File: config.mk
export PLATFORM = sky130hd
export DESIGN_NAME = keyed_cfg_port
export DESIGN_NICKNAME = d
export VERILOG_FILES = /design/src/rtl/keyed_cfg_pkg.sv /design/src/rtl/keyed_cfg_key_decode.sv /design/src/rtl/keyed_cfg_table.sv /design/src/rtl/keyed_cfg_cursor.sv /design/src/rtl/keyed_cfg_port.sv
export SDC_FILE = /design/constraint.sdc
export NUM_CORES = 2
export LEC_CHECK = 0
export BUFFER_PORTS_ARGS = -buffer_cell sky130_fd_sc_hd__buf_2
export CAP_MARGIN = 30
export CELL_PAD_IN_SITES_DETAIL_PLACEMENT = 0
export CELL_PAD_IN_SITES_GLOBAL_PLACEMENT = 1
export CORE_MARGIN = 2
export CORE_UTILIZATION = 40
export CTS_BUF_LIST = sky130_fd_sc_hd__clkbuf_4 sky130_fd_sc_hd__clkbuf_8
export CTS_CLUSTER_DIAMETER = 80
export CTS_CLUSTER_SIZE = 8
export DETAILED_ROUTE_END_ITERATION = 10
export PLACE_DENSITY_LB_ADDON = 0.3
export SYNTH_ARGS = -nofsm -noshare
export SYNTH_HDL_FRONTEND = slang
export SYNTH_SLANG_ARGS = --single-unit
export TNS_END_PERCENT = 100
File: constraint.sdc
create_clock -name clk_i -period 14.9 [get_ports clk_i]
set_clock_uncertainty 0.2 [all_clocks]
set_input_delay 1.49 -clock clk_i [delete_from_list [all_inputs] [get_ports clk_i]]
set_output_delay 1.49 -clock clk_i [all_outputs]
set_load 0.02 [all_outputs]
File: src/rtl/keyed_cfg_pkg.sv
package keyed_cfg_pkg;
  localparam int KEY_W    = 16;
  localparam int WCH_BIT  = 15;
  localparam int BANK_BIT = 14;
  localparam logic [KEY_W-1:0] KEY_INVALID = 16'hFFFF;

  localparam logic [1:0] SZ_BYTE = 2'd0;
  localparam logic [1:0] SZ_HALF = 2'd1;
endpackage

File: src/rtl/keyed_cfg_key_decode.sv
module keyed_cfg_key_decode
  import keyed_cfg_pkg::*;
#(
  parameter int IDX_W       = 3,
  parameter int MAX_ENTRIES = 6
) (
  input  logic [KEY_W-1:0] key_i,
  output logic             bank_o,
  output logic [IDX_W-1:0] idx_o,
  output logic             wch_o,
  output logic             in_range_o
);
  logic unused_key_bits;

  assign bank_o     = key_i[BANK_BIT];
  assign wch_o      = key_i[WCH_BIT];
  assign idx_o      = key_i[IDX_W-1:0];
  assign in_range_o = int'(idx_o) < MAX_ENTRIES;
  assign unused_key_bits = ^key_i[BANK_BIT-1:IDX_W];
endmodule

File: src/rtl/keyed_cfg_table.sv
module keyed_cfg_table #(
  parameter int IDX_W           = 3,
  parameter int BYTES_PER_ENTRY = 16,
  parameter int LEN_W           = 16,
  localparam int ADDR_W = $clog2(BYTES_PER_ENTRY),
  localparam int ENT_W  = IDX_W + 1,
  localparam int N_ENT  = 2 ** ENT_W
) (
  input  logic              clk_i,
  // preload
  input  logic              pl_byte_we_i,
  input  logic              pl_attr_we_i,
  input  logic [ENT_W-1:0]  pl_ent_i,
  input  logic [ADDR_W-1:0] pl_addr_i,
  input  logic [7:0]        pl_data_i,
  input  logic [LEN_W-1:0]  pl_len_i,
  input  logic              pl_present_i,
  input  logic              pl_writable_i,
  // firmware access, one entry at a time
  input  logic [ENT_W-1:0]  ent_i,
  input  logic [ADDR_W-1:0] addr_i,
  input  logic              fw_we_i,
  input  logic [7:0]        fw_data_i,
  output logic [7:0]        rd_byte_o,
  output logic [LEN_W-1:0]  len_o,
  output logic              present_o,
  output logic              writable_o
);
  logic [7:0]       mem_q [N_ENT*BYTES_PER_ENTRY];
  logic [LEN_W-1:0] len_q [N_ENT];
  logic [N_ENT-1:0] present_q;
  logic [N_ENT-1:0] writable_q;

  // table acts as RAM: no reset, firmware write wins a same-cycle collision
  always_ff @(posedge clk_i) begin
    if (pl_byte_we_i) mem_q[{pl_ent_i, pl_addr_i}] <= pl_data_i;
    if (fw_we_i)      mem_q[{ent_i, addr_i}]       <= fw_data_i;
  end

  always_ff @(posedge clk_i) begin
    if (pl_attr_we_i) begin
      len_q[pl_ent_i]      <= pl_len_i;
      present_q[pl_ent_i]  <= pl_present_i;
      writable_q[pl_ent_i] <= pl_writable_i;
    end
  end

  assign rd_byte_o  = mem_q[{ent_i, addr_i}];
  assign len_o      = len_q[ent_i];
  assign present_o  = present_q[ent_i];
  assign writable_o = writable_q[ent_i];
endmodule

File: src/rtl/keyed_cfg_cursor.sv
module keyed_cfg_cursor
  import keyed_cfg_pkg::*;
#(
  parameter int IDX_W = 3,
  parameter int LEN_W = 16
) (
  input  logic             clk_i,
  input  logic             rst_ni,
  input  logic             sel_go_i,
  input  logic [KEY_W-1:0] sel_key_i,
  input  logic             sel_ok_i,
  input  logic             wr_go_i,
  input  logic             rd_go_i,
  // decode of the held key
  input  logic             cur_bank_i,
  input  logic [IDX_W-1:0] cur_idx_i,
  input  logic             cur_wch_i,
  input  logic             cur_in_range_i,
  // attributes of the held entry
  input  logic [LEN_W-1:0] ent_len_i,
  input  logic             ent_present_i,
  input  logic             ent_writable_i,
  input  logic [7:0]       ent_byte_i,
  output logic [KEY_W-1:0] cur_key_o,
  output logic [LEN_W-1:0] off_o,
  output logic             fw_we_o,
  output logic             found_o,
  output logic [7:0]       rdata_o,
  output logic             done_o,
  output logic             done_bank_o,
  output logic [IDX_W-1:0] done_idx_o
);
  logic [KEY_W-1:0] key_q;
  logic [LEN_W-1:0] off_q;
  logic             cur_valid, in_bounds, rd_hit, wr_hit, last_byte;

  always_comb begin
    cur_valid = (key_q != KEY_INVALID) && cur_in_range_i;
    in_bounds = off_q < ent_len_i;
    rd_hit    = cur_valid && ent_present_i && in_bounds;
    wr_hit    = cur_valid && cur_wch_i && ent_writable_i && in_bounds;
    last_byte = (off_q + 1'b1) == ent_len_i;
  end

  assign fw_we_o = !sel_go_i && wr_go_i && wr_hit;

  always_ff @(posedge clk_i or negedge rst_ni) begin
    if (!rst_ni) begin
      key_q       <= '0;
      off_q       <= '0;
      found_o     <= 1'b1;
      rdata_o     <= '0;
      done_o      <= 1'b0;
      done_bank_o <= 1'b0;
      done_idx_o  <= '0;
    end else begin
      done_o <= 1'b0;
      if (sel_go_i) begin
        key_q   <= sel_ok_i ? sel_key_i : KEY_INVALID;
        found_o <= sel_ok_i;
        off_q   <= '0;
        if (rd_go_i) rdata_o <= '0;
      end else if (wr_go_i) begin
        if (wr_hit) begin
          if (last_byte) begin
            off_q       <= '0;
            done_o      <= 1'b1;
            done_bank_o <= cur_bank_i;
            done_idx_o  <= cur_idx_i;
          end else begin
            off_q <= off_q + 1'b1;
          end
        end
        if (rd_go_i) rdata_o <= '0;
      end else if (rd_go_i) begin
        if (rd_hit) begin
          rdata_o <= ent_byte_i;
          off_q   <= off_q + 1'b1;
        end else begin
          rdata_o <= '0;
        end
      end
    end
  end

  assign cur_key_o = key_q;
  assign off_o     = off_q;
endmodule

File: src/rtl/keyed_cfg_port.sv
module keyed_cfg_port
  import keyed_cfg_pkg::*;
#(
  parameter int IDX_W           = 3,
  parameter int MAX_ENTRIES     = 6,
  parameter int BYTES_PER_ENTRY = 16,
  parameter int LEN_W           = 16,
  localparam int ADDR_W = $clog2(BYTES_PER_ENTRY),
  localparam int ENT_W  = IDX_W + 1
) (
  input  logic              clk_i,
  input  logic              rst_ni,
  input  logic              ctl_wr_i,
  input  logic [1:0]        ctl_size_i,
  input  logic [15:0]       ctl_wdata_i,
  input  logic              dat_wr_i,
  input  logic              dat_rd_i,
  input  logic [1:0]        dat_size_i,
  input  logic [7:0]        dat_wdata_i,
  output logic [7:0]        dat_rdata_o,
  output logic              sel_found_o,
  output logic              done_o,
  output logic              done_bank_o,
  output logic [IDX_W-1:0]  done_idx_o,
  input  logic              pl_byte_we_i,
  input  logic              pl_attr_we_i,
  input  logic              pl_bank_i,
  input  logic [IDX_W-1:0]  pl_idx_i,
  input  logic [ADDR_W-1:0] pl_addr_i,
  input  logic [7:0]        pl_data_i,
  input  logic [LEN_W-1:0]  pl_len_i,
  input  logic              pl_present_i,
  input  logic              pl_writable_i
);
  logic             sel_go, wr_go, rd_go;
  logic             sel_bank, sel_wch, sel_ok;
  logic [IDX_W-1:0] sel_idx;
  logic [KEY_W-1:0] cur_key_q;
  logic [LEN_W-1:0] off_q;
  logic             cur_bank, cur_wch, cur_in_range;
  logic [IDX_W-1:0] cur_idx;
  logic [LEN_W-1:0] ent_len;
  logic             ent_present, ent_writable, fw_we;
  logic [7:0]       ent_byte;
  logic             unused_sel;

  // only half-word selects and byte data accesses count
  assign sel_go = ctl_wr_i && (ctl_size_i == SZ_HALF);
  assign wr_go  = dat_wr_i && (dat_size_i == SZ_BYTE);
  assign rd_go  = dat_rd_i && (dat_size_i == SZ_BYTE);
  assign unused_sel = sel_bank ^ sel_wch ^ (^sel_idx);

  keyed_cfg_key_decode #(.IDX_W(IDX_W), .MAX_ENTRIES(MAX_ENTRIES)) u_sel_dec (
    .key_i(ctl_wdata_i), .bank_o(sel_bank), .idx_o(sel_idx),
    .wch_o(sel_wch), .in_range_o(sel_ok)
  );

  keyed_cfg_key_decode #(.IDX_W(IDX_W), .MAX_ENTRIES(MAX_ENTRIES)) u_cur_dec (
    .key_i(cur_key_q), .bank_o(cur_bank), .idx_o(cur_idx),
    .wch_o(cur_wch), .in_range_o(cur_in_range)
  );

  keyed_cfg_table #(
    .IDX_W(IDX_W), .BYTES_PER_ENTRY(BYTES_PER_ENTRY), .LEN_W(LEN_W)
  ) u_table (
    .clk_i        (clk_i),
    .pl_byte_we_i (pl_byte_we_i),
    .pl_attr_we_i (pl_attr_we_i),
    .pl_ent_i     ({pl_bank_i, pl_idx_i}),
    .pl_addr_i    (pl_addr_i),
    .pl_data_i    (pl_data_i),
    .pl_len_i     (pl_len_i),
    .pl_present_i (pl_present_i),
    .pl_writable_i(pl_writable_i),
    .ent_i        ({cur_bank, cur_idx}),
    .addr_i       (off_q[ADDR_W-1:0]),
    .fw_we_i      (fw_we),
    .fw_data_i    (dat_wdata_i),
    .rd_byte_o    (ent_byte),
    .len_o        (ent_len),
    .present_o    (ent_present),
    .writable_o   (ent_writable)
  );

  keyed_cfg_cursor #(.IDX_W(IDX_W), .LEN_W(LEN_W)) u_cursor (
    .clk_i         (clk_i),
    .rst_ni        (rst_ni),
    .sel_go_i      (sel_go),
    .sel_key_i     (ctl_wdata_i),
    .sel_ok_i      (sel_ok),
    .wr_go_i       (wr_go),
    .rd_go_i       (rd_go),
    .cur_bank_i    (cur_bank),
    .cur_idx_i     (cur_idx),
    .cur_wch_i     (cur_wch),
    .cur_in_range_i(cur_in_range),
    .ent_len_i     (ent_len),
    .ent_present_i (ent_present),
    .ent_writable_i(ent_writable),
    .ent_byte_i    (ent_byte),
    .cur_key_o     (cur_key_q),
    .off_o         (off_q),
    .fw_we_o       (fw_we),
    .found_o       (sel_found_o),
    .rdata_o       (dat_rdata_o),
    .done_o        (done_o),
    .done_bank_o   (done_bank_o),
    .done_idx_o    (done_idx_o)
  );
endmodule

==> impl_metrics.toml <==
[power_and_ir_drop]
leakage_nw = 36.4
p_sw_mw = 3.89
swShare_pct = 26.8
share_comb_of_total_power_pct = 17.8
ir_drop_mv = 0.101
clkPwrFrac_pct = 31.6
pwr_density_cell_nw_per_um2 = 119
p_int_mw = 10.6
seq_power_share_pct = 50.6

[global_route]
antenna_found_initial = 25
grt_pass1_vias = 61700
grt_max_degree = 146
track_usage_pct = 23.0
grt_pass1_wl_mm = 474
overflow = 0

[critical_path]
worstPathArrival_ns = 8.37
reg2reg_to = "u_table.mem_q[82][3]"
end_kind = "flip-flop"
r2r_slack_ns = 7.10
max_stage_delay_ns = 1.00
crit_chain = "buf_4 -> buf_4 -> mux4_2 -> a22oi_1 -> nand2_1 -> inv_1 -> ha_1 -> a21o_1 -> a21oi_1 -> o21a_1 -> a21oi_1 -> nor4_4 -> buf_4 -> nand3_2 -> nor2_1 -> mux2_2"
r2r_cells = 16
path_common_cell = "buf_4"
crit_path_start_kind = "flip-flop"
cp_max_fo = 32
crit_slowest_cell = "nor2_1"
worstReg2RegStart = "u_cursor.cur_key_o[0]"
critPathKind = "flip-flop to flip-flop"
worst_ep_required_time_ns = 15.47

[cts]
htreeDepth = 5
clk_pin_slew_ns = 0.06
clock_path_buffers = 4
cts_tree = "yes"
postCtsSetupBuffers = 0
postCtsHoldBufs = 0
cts_resized = 0
cts_sinks = 2339
root_buffer = "clkbuf_8"
cts_buffers = 342
clkLatencyLatePin_ns = 1.07

[die]
initial_core_util_pct = 40.2
core_um2 = 283000
die-area_um2 = 288000
chipWidth_um = 537
die_h_um = 537
io-pin-count = 83
rows = 195

[route]
routedWlPerCell_um = 33.7
drc = 0
postRouteAntennaNets = 0
drt_iter0_drc = 6852
vias_per_cell = 6.12
wl_mm = 335
vias = 60900
drt-pass1-iter-count = 6

[finish]
drive_gt1_share_pct = 50.3
area_delta_synth_final_pct = 7.06
finalNetCount = 6223
layout_common_cells = "edfxtp_1 (2304), mux2_2 (1543), mux4_2 (726)"
final_common_cell = "edfxtp_1"

[sta]
setup_violations = 0
tns_ns = 0
layout_setup_ws_ns = 7.10
grt_setup_unrepaired = "false"
fmax_ghz = 0.128
relSlewSlack_pct = 24.1
final_hold_viol_count = 0
maxSlewViolCount = 0
worst_slew_pin_slew_ns = 1.14
period_minus_slack_ns = 7.80
min_period_over_period_pct = 52.4

[min_path]
worstHoldStart = "u_cursor.found_o"
hold_path.class = "flip-flop to flip-flop"
hold-path-cell-count = 2
worstHoldEndpoint = "u_cursor.found_o"

[yosys]
ys_seq_elements = 2339
synthTopCellsByArea = "edfxtp_1 (61%), mux2_2 (15%), mux4_2 (14%)"
syn_nets = 6786
synth_edf_count = 2304
async_reset_ff_share_pct = 1.50
synth_cells = 6697
synth_area_per_cell_um2 = 17.0
ys_warn_count = 0
synth.distinct_cells = 68
netlist_area_um2 = 114000
synth-seq-area-share_pct = 61.6
synth.top_cell.area_share_pct = 60.9
synthFlopType = "edfxtp_1"
yosysTopAreaCell = "edfxtp_1"

[place]
portBuffers = 71
place_congestion = 0.837
dp_slack_ns = 7.12
dp_hpwl_mm = 196

[run_status]
status = "completed"

[job]
max-cap-violations = 0
==> sequential cells by signal, indices dropped and copies added (netlist names) <==
signal,count
u_table.mem_q,2016
u_cursor.off_o,16
u_cursor.done_o,1
u_cursor.done_idx_o,3
u_table.len_q,256
u_cursor.rdata_o,8
u_cursor.cur_key_o,5
u_table.writable_q,16
u_cursor.done_bank_o,1
u_table.present_q,16
u_cursor.found_o,1
==> synthesized netlist by cell type (all sizes together) (3+ instances only) <==
cell type  count
a2111oi        3
a211o          3
a211oi         3
a21o          12
a21oi         11
a221oi         5
a22o          19
a22oi         25
a32o           3
and2          15
and3           9
and4           3
buf          125
clkbuf      1053
dfrtp         34
edfxtp      2304
ha            20
inv           16
mux2        1547
mux2i          8
mux4         730
nand2        119
nand3         34
nand4         14
nor2         292
nor2b         17
nor3           6
nor3b          3
nor4           8
o211ai         3
o21a           3
o21ai         53
o221ai         3
o22a           3
o22ai        148
or2            3
or3            4
xnor2         18
==> worst max path at each step <==
stage / start / to / slack, ns / cells past startpoint
finish: u_cursor.cur_key_o[0] / u_table.mem_q[82][3] / 7.10 / 16
global route: u_cursor.cur_key_o[0] / u_table.mem_q[83][4] / 6.75 / 16
CTS: u_cursor.cur_key_o[0] / u_table.mem_q[83][4] / 7.06 / 16
detailed placement: u_cursor.cur_key_o[0] / u_table.mem_q[1][7] / 7.12 / 16
global placement: u_cursor.cur_key_o[0] / u_table.mem_q[161][6] / 6.87 / 16
floorplan: u_cursor.cur_key_o[1] / u_table.mem_q[208][0] / 9.56 / 20
==> worst max-delay path: cells and delay by family, from the launching register on <==
family          cells  cell delay [ns]
fa+ha+maj           1             0.24
simple gates        4             2.27
buf+inv             4             1.72
compound gates      5             1.08
mux                 2             1.02
flops               1             0.83
==> cells by family (layout without fill, tap and decap cells) <==
group,after synthesis,count (layout),share of synthesized area [%]
adders and majority gates,20,20,0.220
AOI/OAI and AO/OA,303,303,1.80
other,0,14,0
and+or+nand+nor,535,535,2.24
buffers and inverters,1194,688,4.04
xor gates and xnor gates,21,21,0.174
DFF,2339,2339,61.6
muxes,2285,2285,29.9
==> cell type report <==
type,count,area [µm²]
Clock buffer,392,5110
Tap cell,3743,4680
Fill cell,24700,161000
Antenna cell,14,35.0
Inverter,16,60.1
Multi-Input combinational cell,3164,39300
Sequential cell,2339,70100
Timing Repair Buffer,271,2390
Clock inverter,9,66.3
==> per-layer routing <==
metal / vias to the layer above / global-route usage (%) / part of all wire [%]
li1: 24800 / - / -
met1: 32800 / 32.5 / 42
met2: 2770 / 35.6 / 46
met3: 541 / 5.02 / 8.4
met4: 4 / 7.34 / 3.4
met5: - / 0 / 0.0086
==> per-stage QoR <==
stage	area, µm²	utilization (%)	total power, mW	hold slack, ns	std cells
2_1_floorplan	114000	-	9.17	0.281	6697
3_3_place_gp	116000	40.9	10.0	0.260	9462
3_5_place_dp	116000	41.1	10.1	0.256	9506
4_1_cts	121000	42.9	14.6	0.267	9907
5_1_grt	122000	43.1	14.9	0.288	9938
6_report	122000	43.1	14.5	0.262	9948
==> power by group through the flow <==
stage | Sequential [mW] | Clock, mW | Combinational, mW
floorplan | 7.42 | 0 | 1.75
global placement | 7.48 | 0 | 2.54
detailed placement | 7.48 | 0 | 2.57
CTS | 7.34 | 4.67 | 2.58
global route | 7.34 | 4.91 | 2.69
finish | 7.34 | 4.58 | 2.58
Power figures use the tool's default switching activity.
